$ cat src/rtl/tsf_pkg.sv
package tsf_pkg;
  typedef enum logic [1:0] {
    MODE_W16_ST   = 2'd0,
    MODE_W16_MONO = 2'd1,
    MODE_W8_ST    = 2'd2,
    MODE_W8_MONO  = 2'd3
  } fmt_mode_e;

  typedef struct packed {
    logic       hp_on;
    logic       line_on;
    logic [5:0] atten;
  } outset_t;

  localparam outset_t OUTSET_RST = '{hp_on: 1'b0, line_on: 1'b0, atten: 6'h3F};
  localparam int unsigned AUDIO_SLOTS = 4;
  localparam int unsigned CTRL_SLOT   = 5;

  function automatic logic is_mono(input logic [1:0] m);
    return m[0];
  endfunction

  function automatic logic is_narrow(input logic [1:0] m);
    return m[1];
  endfunction
endpackage

$ cat src/rtl/tsf_cal_timer.sv
module tsf_cal_timer #(
  parameter int unsigned CAL_FRAMES = 4
) (
  input  logic clk,
  input  logic rst,
  input  logic frame_end,
  output logic cal_busy
);
  localparam int unsigned CNT_W = $clog2(CAL_FRAMES + 1);

  logic [CNT_W-1:0] left_q;

  always_ff @(posedge clk) begin
    if (rst) begin
      left_q   <= CNT_W'(CAL_FRAMES);
      cal_busy <= 1'b1;
    end else if (frame_end && left_q != '0) begin
      left_q   <= left_q - 1'b1;
      cal_busy <= (left_q != CNT_W'(1));
    end
  end

  // busy only ends on a counted frame boundary
  a_r7_busy_ends_on_frame: assert property (@(posedge clk) disable iff (rst)
    $fell(cal_busy) |-> $past(frame_end));
  // once clear, busy stays clear until reset
  a_r7_busy_no_return: assert property (@(posedge clk) disable iff (rst)
    !cal_busy |=> !cal_busy);
endmodule

$ cat src/rtl/tsf_rx_unpack.sv
module tsf_rx_unpack
  import tsf_pkg::*;
#(
  parameter int unsigned BYTE_W = 8,
  parameter int unsigned SLOT_W = 3
) (
  input  logic                clk,
  input  logic                rst,
  input  logic [1:0]          mode,
  input  logic                rx_valid,
  input  logic [SLOT_W-1:0]   rx_slot,
  input  logic [BYTE_W-1:0]   rx_byte,
  input  logic                frame_end,
  output logic [2*BYTE_W-1:0] dac_left,
  output logic [2*BYTE_W-1:0] dac_right,
  output outset_t             outset
);
  localparam int unsigned SAMPLE_W = 2 * BYTE_W;

  logic [BYTE_W-1:0] shadow [AUDIO_SLOTS];
  logic [BYTE_W-1:0] ctl_pend;
  logic              ctl_seen;

  for (genvar g = 0; g < AUDIO_SLOTS; g++) begin : g_slot
    always_ff @(posedge clk) begin
      if (rst)
        shadow[g] <= '0;
      else if (rx_valid && rx_slot == SLOT_W'(g + 1))
        shadow[g] <= rx_byte;
    end
  end

  always_ff @(posedge clk) begin
    if (rst) begin
      ctl_pend <= '0;
      ctl_seen <= 1'b0;
    end else if (frame_end) begin
      ctl_seen <= 1'b0;
    end else if (rx_valid && rx_slot == SLOT_W'(CTRL_SLOT)) begin
      ctl_pend <= rx_byte;
      ctl_seen <= 1'b1;
    end
  end

  logic [SAMPLE_W-1:0] nxt_l, nxt_r_st, nxt_r;
  outset_t             nxt_set;
  logic                nxt_mute;

  always_comb begin
    if (is_narrow(mode)) begin
      nxt_l    = {shadow[0], {BYTE_W{1'b0}}};
      nxt_r_st = {shadow[2], {BYTE_W{1'b0}}};
    end else begin
      nxt_l    = {shadow[0], shadow[1]};
      nxt_r_st = {shadow[2], shadow[3]};
    end
    nxt_r    = is_mono(mode) ? nxt_l : nxt_r_st;
    nxt_set  = ctl_seen ? outset_t'(ctl_pend[7:0]) : outset;
    nxt_mute = !nxt_set.hp_on && !nxt_set.line_on;
  end

  always_ff @(posedge clk) begin
    if (rst) begin
      dac_left  <= '0;
      dac_right <= '0;
      outset    <= OUTSET_RST;
    end else if (frame_end) begin
      dac_left  <= nxt_mute ? '0 : nxt_l;
      dac_right <= nxt_mute ? '0 : nxt_r;
      outset    <= nxt_set;
    end
  end

  // outputs only move on a frame boundary
  a_r9_atomic: assert property (@(posedge clk) disable iff (rst)
    !frame_end |=> ($stable(dac_left) && $stable(dac_right) && $stable(outset)));
  // mono commit duplicates left into right
  a_r3_mono_dup: assert property (@(posedge clk) disable iff (rst)
    (frame_end && is_mono(mode)) |=> (dac_right == dac_left));
  // narrow commit leaves low byte clear
  a_r2_narrow_low: assert property (@(posedge clk) disable iff (rst)
    (frame_end && is_narrow(mode)) |=> (dac_left[BYTE_W-1:0] == '0));
  // muted outputs present zero
  a_r10_mute_zero: assert property (@(posedge clk) disable iff (rst)
    (!outset.hp_on && !outset.line_on) |-> (dac_left == '0 && dac_right == '0));
endmodule

$ cat src/rtl/tsf_tx_pack.sv
module tsf_tx_pack
  import tsf_pkg::*;
#(
  parameter int unsigned BYTE_W = 8,
  parameter int unsigned SLOT_W = 3
) (
  input  logic                clk,
  input  logic                rst,
  input  logic [1:0]          mode,
  input  logic                cal_busy,
  input  logic                tx_req,
  input  logic [SLOT_W-1:0]   tx_slot,
  input  logic [2*BYTE_W-1:0] adc_left,
  input  logic [2*BYTE_W-1:0] adc_right,
  input  logic [BYTE_W-1:0]   cmp_left,
  input  logic [BYTE_W-1:0]   cmp_right,
  output logic [BYTE_W-1:0]   tx_byte
);
  logic [BYTE_W-1:0] pick;
  logic              mono, narrow;

  always_comb begin
    mono   = is_mono(mode);
    narrow = is_narrow(mode);
    pick   = '0;
    if (!cal_busy) begin
      if (tx_slot == SLOT_W'(1))
        pick = narrow ? cmp_left : adc_left[2*BYTE_W-1:BYTE_W];
      else if (tx_slot == SLOT_W'(2))
        pick = narrow ? '0 : adc_left[BYTE_W-1:0];
      else if (tx_slot == SLOT_W'(3))
        pick = mono ? '0 : (narrow ? cmp_right : adc_right[2*BYTE_W-1:BYTE_W]);
      else if (tx_slot == SLOT_W'(4))
        pick = (mono || narrow) ? '0 : adc_right[BYTE_W-1:0];
    end
  end

  always_ff @(posedge clk) begin
    if (rst) tx_byte <= '0;
    else     tx_byte <= tx_req ? pick : '0;
  end

  // calibration forces zero transmit data
  a_r7_busy_zero: assert property (@(posedge clk) disable iff (rst)
    (tx_req && cal_busy) |=> (tx_byte == '0));
  // slots outside the audio range transmit zero
  a_r8_out_of_range: assert property (@(posedge clk) disable iff (rst)
    (tx_req && (tx_slot == '0 || tx_slot > SLOT_W'(AUDIO_SLOTS))) |=> (tx_byte == '0));
  // mono right slots transmit zero
  a_r4_mono_right: assert property (@(posedge clk) disable iff (rst)
    (tx_req && is_mono(mode) && (tx_slot == SLOT_W'(3) || tx_slot == SLOT_W'(4)))
      |=> (tx_byte == '0));
  // idle cycles give zero
  a_r11_idle_zero: assert property (@(posedge clk) disable iff (rst)
    !tx_req |=> (tx_byte == '0));
endmodule

$ cat src/rtl/tsf_slot_formatter.sv
module tsf_slot_formatter
  import tsf_pkg::*;
#(
  parameter int unsigned BYTE_W     = 8,
  parameter int unsigned SLOT_W     = 3,
  parameter int unsigned CAL_FRAMES = 4
) (
  input  logic                clk,
  input  logic                rst,
  input  logic [1:0]          mode,
  input  logic                rx_valid,
  input  logic [SLOT_W-1:0]   rx_slot,
  input  logic [BYTE_W-1:0]   rx_byte,
  input  logic                frame_end,
  input  logic                tx_req,
  input  logic [SLOT_W-1:0]   tx_slot,
  input  logic [2*BYTE_W-1:0] adc_left,
  input  logic [2*BYTE_W-1:0] adc_right,
  input  logic [BYTE_W-1:0]   cmp_left,
  input  logic [BYTE_W-1:0]   cmp_right,
  output logic [BYTE_W-1:0]   tx_byte,
  output logic [2*BYTE_W-1:0] dac_left,
  output logic [2*BYTE_W-1:0] dac_right,
  output logic                hp_en,
  output logic                line_en,
  output logic [5:0]          atten,
  output logic                cal_busy
);
  outset_t outset;

  tsf_cal_timer #(.CAL_FRAMES(CAL_FRAMES)) u_cal (
    .clk      (clk),
    .rst      (rst),
    .frame_end(frame_end),
    .cal_busy (cal_busy)
  );

  tsf_rx_unpack #(.BYTE_W(BYTE_W), .SLOT_W(SLOT_W)) u_rx (
    .clk      (clk),
    .rst      (rst),
    .mode     (mode),
    .rx_valid (rx_valid),
    .rx_slot  (rx_slot),
    .rx_byte  (rx_byte),
    .frame_end(frame_end),
    .dac_left (dac_left),
    .dac_right(dac_right),
    .outset   (outset)
  );

  tsf_tx_pack #(.BYTE_W(BYTE_W), .SLOT_W(SLOT_W)) u_tx (
    .clk      (clk),
    .rst      (rst),
    .mode     (mode),
    .cal_busy (cal_busy),
    .tx_req   (tx_req),
    .tx_slot  (tx_slot),
    .adc_left (adc_left),
    .adc_right(adc_right),
    .cmp_left (cmp_left),
    .cmp_right(cmp_right),
    .tx_byte  (tx_byte)
  );

  assign hp_en   = outset.hp_on;
  assign line_en = outset.line_on;
  assign atten   = outset.atten;

  // reset state seen one clock into reset
  a_r6_reset_state: assert property (@(posedge clk)
    $past(rst) |-> (atten == 6'h3F && !hp_en && !line_en && cal_busy));
endmodule

$ cat config.mk
export PLATFORM = sky130hd
export DESIGN_NAME = tsf_slot_formatter
export DESIGN_NICKNAME = d
export VERILOG_FILES = /design/src/rtl/tsf_pkg.sv /design/src/rtl/tsf_cal_timer.sv /design/src/rtl/tsf_rx_unpack.sv /design/src/rtl/tsf_tx_pack.sv /design/src/rtl/tsf_slot_formatter.sv
export SDC_FILE = /design/constraint.sdc
export NUM_CORES = 1
export LEC_CHECK = 0
export BUFFER_PORTS_ARGS = -buffer_cell sky130_fd_sc_hd__buf_2
export CORE_MARGIN = 2
export CORE_UTILIZATION = 56
export DETAILED_ROUTE_END_ITERATION = 6
export GPL_ROUTABILITY_DRIVEN = 0
export GPL_TIMING_DRIVEN = 0
export PLACE_DENSITY = 0.85
export SYNTH_ARGS = -nofsm -noshare
export SYNTH_HDL_FRONTEND = slang
export SYNTH_SLANG_ARGS = --single-unit
$ cat constraint.sdc
create_clock -name clk -period 2.65 [get_ports clk]
set_input_delay 0.265 -clock clk [delete_from_list [all_inputs] [get_ports clk]]
set_output_delay 0.265 -clock clk [all_outputs]
set_load 0.05 [all_outputs]
# Yosys cells after proc, flatten, opt, wreduce, memory -nomap -nowiden
# Memories as Yosys holds them, arrays and structs flattened.
# Index checks and enable logic that the tools add are counted.
[word_totals] ramBits=32 regBits=61 memories=1 elab_cells=76 latchBits=0 romBits=0
[op_classes] mul=0 n_reduce_logical=15 n_eq_ne=10 order_cmp=0 n_shift=0 n_div=0 n_bitwise=6 muxes=33 add_sub_neg=1
[memory_table] memory="u_rx.shadow" depth=4 width=8 rd=4 rd_clocked_by_memory_dff=0 wr=4 line_no="tsf_rx_unpack.sv:20" source="logic [BYTE_W-1:0] shadow [AUDIO_SLOTS];"
[ops] cell="$mux 8" n=16
[ops] cell="$mux 16" n=3
[ops] cell="$mux 1" n=14
[ops] cell="$eq 3x2->1 const B" n=4
[ops] cell="$eq 3x3->1 const B" n=3
[ops] cell="$logic_and 1x1->1" n=7
[ops] cell="$eq 3x1->1 const B" n=2
[ops] cell="$or 1x1->1" n=4
[ops] cell="$reduce_and 2->1" n=2
[ops] cell="$ne 3x1->1 const B" n=1
[ops] cell="$reduce_bool 3->1" n=1
[ops] cell="$reduce_or 3->1" n=1
[ops] cell="$sub 3x1->3 const B" n=1
[ops] cell="$logic_not 1->1" n=2
[ops] cell="$not 1->1" n=2
[ops] cell="$reduce_or 2->1" n=1
[ops] cell="$logic_or 1x1->1" n=1

# Longest topological paths before layout
[logic_depth] word_depth=6 depth_mapped=7 mapped_depth_nobuf=6

# By module
# Synthesis repeated with hierarchy kept, for this count alone.
[unflattened] cells_unflattened=390 hier_area_um2=4236.6
[by_module_without_submodules] module="tsf_rx_unpack" area_per_inst_um2=3347.0 cells_each=301 n_inst=1 seq_area_each_um2=1941.9
[by_module_without_submodules] module="tsf_tx_pack" area_per_inst_um2=676.9 cells_each=67 n_inst=1 seq_area_each_um2=160.2
[by_module_without_submodules] module="tsf_cal_timer" area_per_inst_um2=212.7 cells_each=22 n_inst=1 seq_area_each_um2=80.1

# Least setup slack after synthesis
# OpenSTA, ideal clock, no wires.
[synth_timing] path_type="register -> register" from="reg u_rx.outset[7] (netlist name)" to="reg u_rx.dac_left[0]" path_buffers=2 period_less_slack_ps=1602 stages_incl_launch_ff=6 setup_ps=117 required_time_ps=2533 path_slack_ps=1048 t_arrival_ps=1485 path_cell_list="dfxtp_1 > or3_1 > buf_6 > and4_4 > buf_6 > a22o_1"
[synth_between] elab_chain_len=4
[synth_rtl] item="$mux 8" line_no="tsf_rx_unpack.sv:58" source="nxt_set = ctl_seen ? outset_t'(ctl_pend[7:0]) : outset;"
[synth_rtl] item="$logic_not 1->1" line_no="tsf_rx_unpack.sv:59" source="nxt_mute = !nxt_set.hp_on && !nxt_set.line_on;"
[synth_rtl] item="$logic_and 1x1->1" line_no="tsf_rx_unpack.sv:59"
[synth_rtl] item="$mux 16" line_no="tsf_rx_unpack.sv:68" source="dac_left <= nxt_mute ? '0 : nxt_l;"
[synth_rtl] item="end signal, assigned" line_no="tsf_rx_unpack.sv:68"
[synth_rtl] item="end, declared" line_no="tsf_rx_unpack.sv:14" source="output logic [2*BYTE_W-1:0] dac_left,"
# Every way passes these cells.
# A chain may end at the register's enable or synchronous reset.

# Worst setup path in the final report
[layout_timing] from="reg u_cal.left_q[0]" to="reg u_cal.left_q[2]"
[layout_between] elab_chain_len=2 word_cells_on_any_way=3 cone_classes="1 x add/sub; 2 x reduce/logical"
[layout_rtl] item="start, declared" line_no="tsf_cal_timer.sv:11" source="logic [CNT_W-1:0] left_q;"
[layout_rtl] item="start signal, assigned" line_no="tsf_cal_timer.sv:15" source="left_q <= CNT_W'(CAL_FRAMES);"
[layout_rtl] item="start signal, assigned" line_no="tsf_cal_timer.sv:18" source="left_q <= left_q - 1'b1;"
[layout_rtl] item="parallel branches: the longest is 2 deep, another holds $sub 3x1->3"
# Parallel ways; which one is timed is not known.

==> impl.org <==
** Clock tree
- No sink is reached through more buffers than the 2 on the longest clock path.
- Clock H-tree levels :: 3
- TritonCTS built the clock tree.
- CTS placed an instance of clkbuf_8 at the clock tree root.
- Number of buffers inserted by hold repair at cts :: 0
- Count of cells resized by post-cts repair :: 0
- Clock-pin slew was measured on the worst setup and hold paths at 90 ps.
- Clock tree synthesis found a total of 93 sinks.
- Postcts setup bufs :: 0
- Insertion delay to the later sink of the worst-skew pair :: 370 ps
- TritonCTS created 9 clock buffers.

** Timing
- Slew @ Worst Pin :: approximately 860 ps
- Setup violations remaining at the end of the flow were counted as 0.
- Post-Route Skew :: around 5.4 ps
- Crit path time final :: ~1600 ps
- The number of slew-limit violations in the final report came to 0.
- Headroom to the max-slew limit came out at 42.9%.
- Highest clock rate :: around 620 MHz
- The count of final hold-check violations came to 0.
- Unrepaired setup endpoints after global routing :: false
- TNS Setup :: 0 ps
- The final critical path takes up about three fifths of the cycle.

** Synthesis
- In the synthesized netlist, mux cells make up around 8.6% of the area.
- Number of flops mapped to enable cells by yosys :: 32
- Arithmetic-cell share of the synthesized area counting full adders, half adders and majority gates :: 0.917%
- Async S/R FF share, synth :: 0%
- The synthesized design devotes to its leading area cell type 29.8% of total area.
- Synth Cell Area :: roughly 4000 sq um
- Yosys synthesis warning count :: 0
- dfxtp_1 takes more of the synthesized area than any other cell.
- Compound-Gate Fraction of Synth Area :: between 10% and 20%
- Synthesis produced a netlist with a net count of 449.
- Fraction of synthesized cell area in xor and xnor cells :: less than 1%
- Main area contributors after synthesis :: dfxtp_1, edfxtp_1, mux2_2, and2_1, a21oi_1
- Seq/Total Area, Yosys :: between 50 and 60%
- Post-Syn Area per Cell :: 10.9 sq um
- The cell count after synthesis came out at between 300 and 400.
- Of the total synthesized cell area, the portion taken by AND, OR, NAND and NOR gates is 19.1%.
- Number of library cell types mapped by synthesis :: 44
- Top FF cell, synth :: dfxtp_1
- After synthesis the netlist holds a flip-flop and latch count of 93.
- After synthesis, the largest family of logic cells by area is simple AND/OR/NAND/NOR gates.

** Finish
- Number of filler cells placed in the layout :: roughly 550
- Leaving out fill and tap cells, the most frequent cell in the layout is buf_2.
- Sequential cell area :: 2180 sq um
- Final layout net count :: 575
- Multi-input logic area :: 1730 sq um
- Cells fill 69.4% of the core in the end.
- In the layout the commonest cells are buf_2, dfxtp_1, a21oi_1.
- The repair_antennas step left the layout with diodes totalling 0.
- Of the cells placed in the final design, the portion with a size suffix greater than 1 is 34.8%.
- Layout overhead on the synthesized area :: 21.7%

** Worst hold path
- In this run the worst hold path is classified as input port to flop.
- The worst hold path passes through 3 cells.

** Setup path
- The worst setup path is captured at a flop.
- Worst-path cell with the longest stage delay :: dfxtp_1
- Critical path fanouts, max :: 7
- The worst register-to-register path has a depth of 7.
- Critical Path, Cell by Cell :: inv_1 -> ha_1 -> ha_1 -> nor2b_1 -> clkbuf_1 -> nor2_1 -> a211o_1
- Worst setup SP type :: flop
- For the worst setup path, the data arrival time is 1880 ps.
- Data on the critical path is required at its endpoint by 2910 ps.
- Top cell by count, worst path :: ha_1
- The critical path is of the flop to flop type.
- In this design, the stage delay of the slowest critical-path cell is between 300 and 400 ps.

** Detailed routing
- Drt drc :: 0
- Vias per cell :: 5.69
- Routed length per instance :: around 17 um
- Drt initial violations :: 381
- Remaining number of nets flagged by the antenna check after routing :: 0
- The final layout contains routed wiring with a total length of 10400 um.
- 1st-pass router iterations :: 5
- Number of vias in the routed layout :: 3456

** Job
- Across the run, the number of max-cap violations was 0.

** Global route
- The number of global-route vias before repair came to 3128.
- Global-route wire length before repair :: between 15000 and 20000 um
- Global routing finished with a remaining overflow of 0.
- Global routing used 25.7% of the available tracks across all layers.
- Antenna violations before repair :: 0
- Entering global routing, the biggest net connects 15 pins.

** Floorplanning
- Floorplan row count :: 31
- The initial utilization of the core area, before any placement, comes to 57.0%.
- In this run the count of I/O pins placed on the die edge is 118.
- Die outline area :: 8010 sq um
- The floorplan step set the die width to a little under 90 um.
- The core region is 7180 sq um.
- Measured along the y axis, the die boundary spans around 89 um.

** Place
- Total half-perimeter wirelength after legalization and detailed placement :: 7470 um
- Port bufs :: roughly 120

** Pwr
- Total leakage power :: slightly above 2 nW
- The worst-case IR drop observed on VDD is 0.331 mV.
- In this run the power density over the cells is 547 nW/um^2.

** Outcome
- Result of the run :: complete, no violations
[final cells by class]
class                      count  share of cell area (%)
buffer                        27                    3.09
clock buffer                  13                    3.42
clock inverter                 3                   0.352
inverter                       7                   0.528
multi-input combinational    250                    34.7
sequential                    93                    43.8
tap                           99                    2.49
timing repair buffer         115                    11.6
[power breakdown]
group	switching (W)	internal, W	leakage [nW]	total [W]
registers	0.0000222	0.00152	0.802	0.00154
logic	0.000161	0.000119	1.15	0.000280
clock network	0.000480	0.000422	0.0962	0.000902
[state kept, by name, indices dropped and copies added, names as in the netlist]
| register | count |
|---|---|
| u_rx.shadow | 32 |
| u_rx.dac_right | 16 |
| u_rx.outset | 8 |
| u_cal.cal_busy | 1 |
| u_rx.ctl_seen | 1 |
| u_rx.ctl_pend | 8 |
| u_rx.dac_left | 16 |
| u_cal.left_q | 3 |
| u_tx.tx_byte | 8 |
[cell families after synthesis]
group / Yosys count
AND/OR/NAND/NOR: 126
flip-flops: 93
AO/OA/AOI/OAI: 88
buffers and inverters: 34
multiplexers: 32
adder cells (fa/ha/maj): 3
XOR/XNOR: 1
[metal layers]
metal | routed length [um] | up-vias | global-route usage, %
met2 | 5260 | 171 | 43.2
met3 | 742 | 20 | 7.11
li1 | - | 1645 | -
met4 | 197 | 0 | 8.01
met5 | 0 | - | 0
met1 | 4200 | 1620 | 32.4
[path summary, 6_finish.rpt]
path | from | end | slack [ps]
hold / removal | adc_right[0] | u_tx.tx_byte[0]$_SDFF_PP0_ | 150
setup / recovery | u_cal.left_q[0]$_SDFFE_PP0P_ | u_cal.left_q[2]$_SDFFE_PP1P_ | 1030
hold reg to reg | u_rx.dac_right[2]$_SDFFE_PP0P_ | u_rx.dac_right[2]$_SDFFE_PP0P_ | 460
setup reg to reg | u_cal.left_q[0]$_SDFFE_PP0P_ | u_cal.left_q[2]$_SDFFE_PP1P_ | 1030
[metrics by stage]
stage / setup slack, ps / hold slack (ps) / cells / total power [W] / area [sq um]
finish: 1030 / 154 / 607 / 0.00272 / 4980
global route: 872 / 154 / 607 / 0.00281 / 4980
floorplan: 1050 / 410 / 377 / 0.00173 / 4090
detailed placement: 954 / 443 / 591 / 0.00185 / 4790
global placement: 968 / 432 / 591 / 0.00183 / 4790
CTS: 1020 / 133 / 607 / 0.00273 / 4980
[synthesized netlist by cell type, drive strengths merged (2+ instances only)]
cell	count
nor2	6
nor4	5
a21oi	34
nand4	17
o21ai	24
edfxtp	32
nor3b	2
a31o	3
nand2	28
a22o	8
clkbuf	10
nor2b	2
a221oi	8
nand3	18
or3b	2
ha	3
inv	7
buf	17
mux2	24
a211o	7
and2	32
mux2i	8
and3	7
dfxtp	61
[worst max-delay path: cells and delay by family, from the launching register on]
family	cells	cell delay [ps]
adders and majority gates	2	380
AOI/OAI and AO/OA	1	260
DFF	1	380
and+or+nand+nor	2	170
buffers and inverters	2	320
Note: power is estimated with default switching activity, not from simulation.
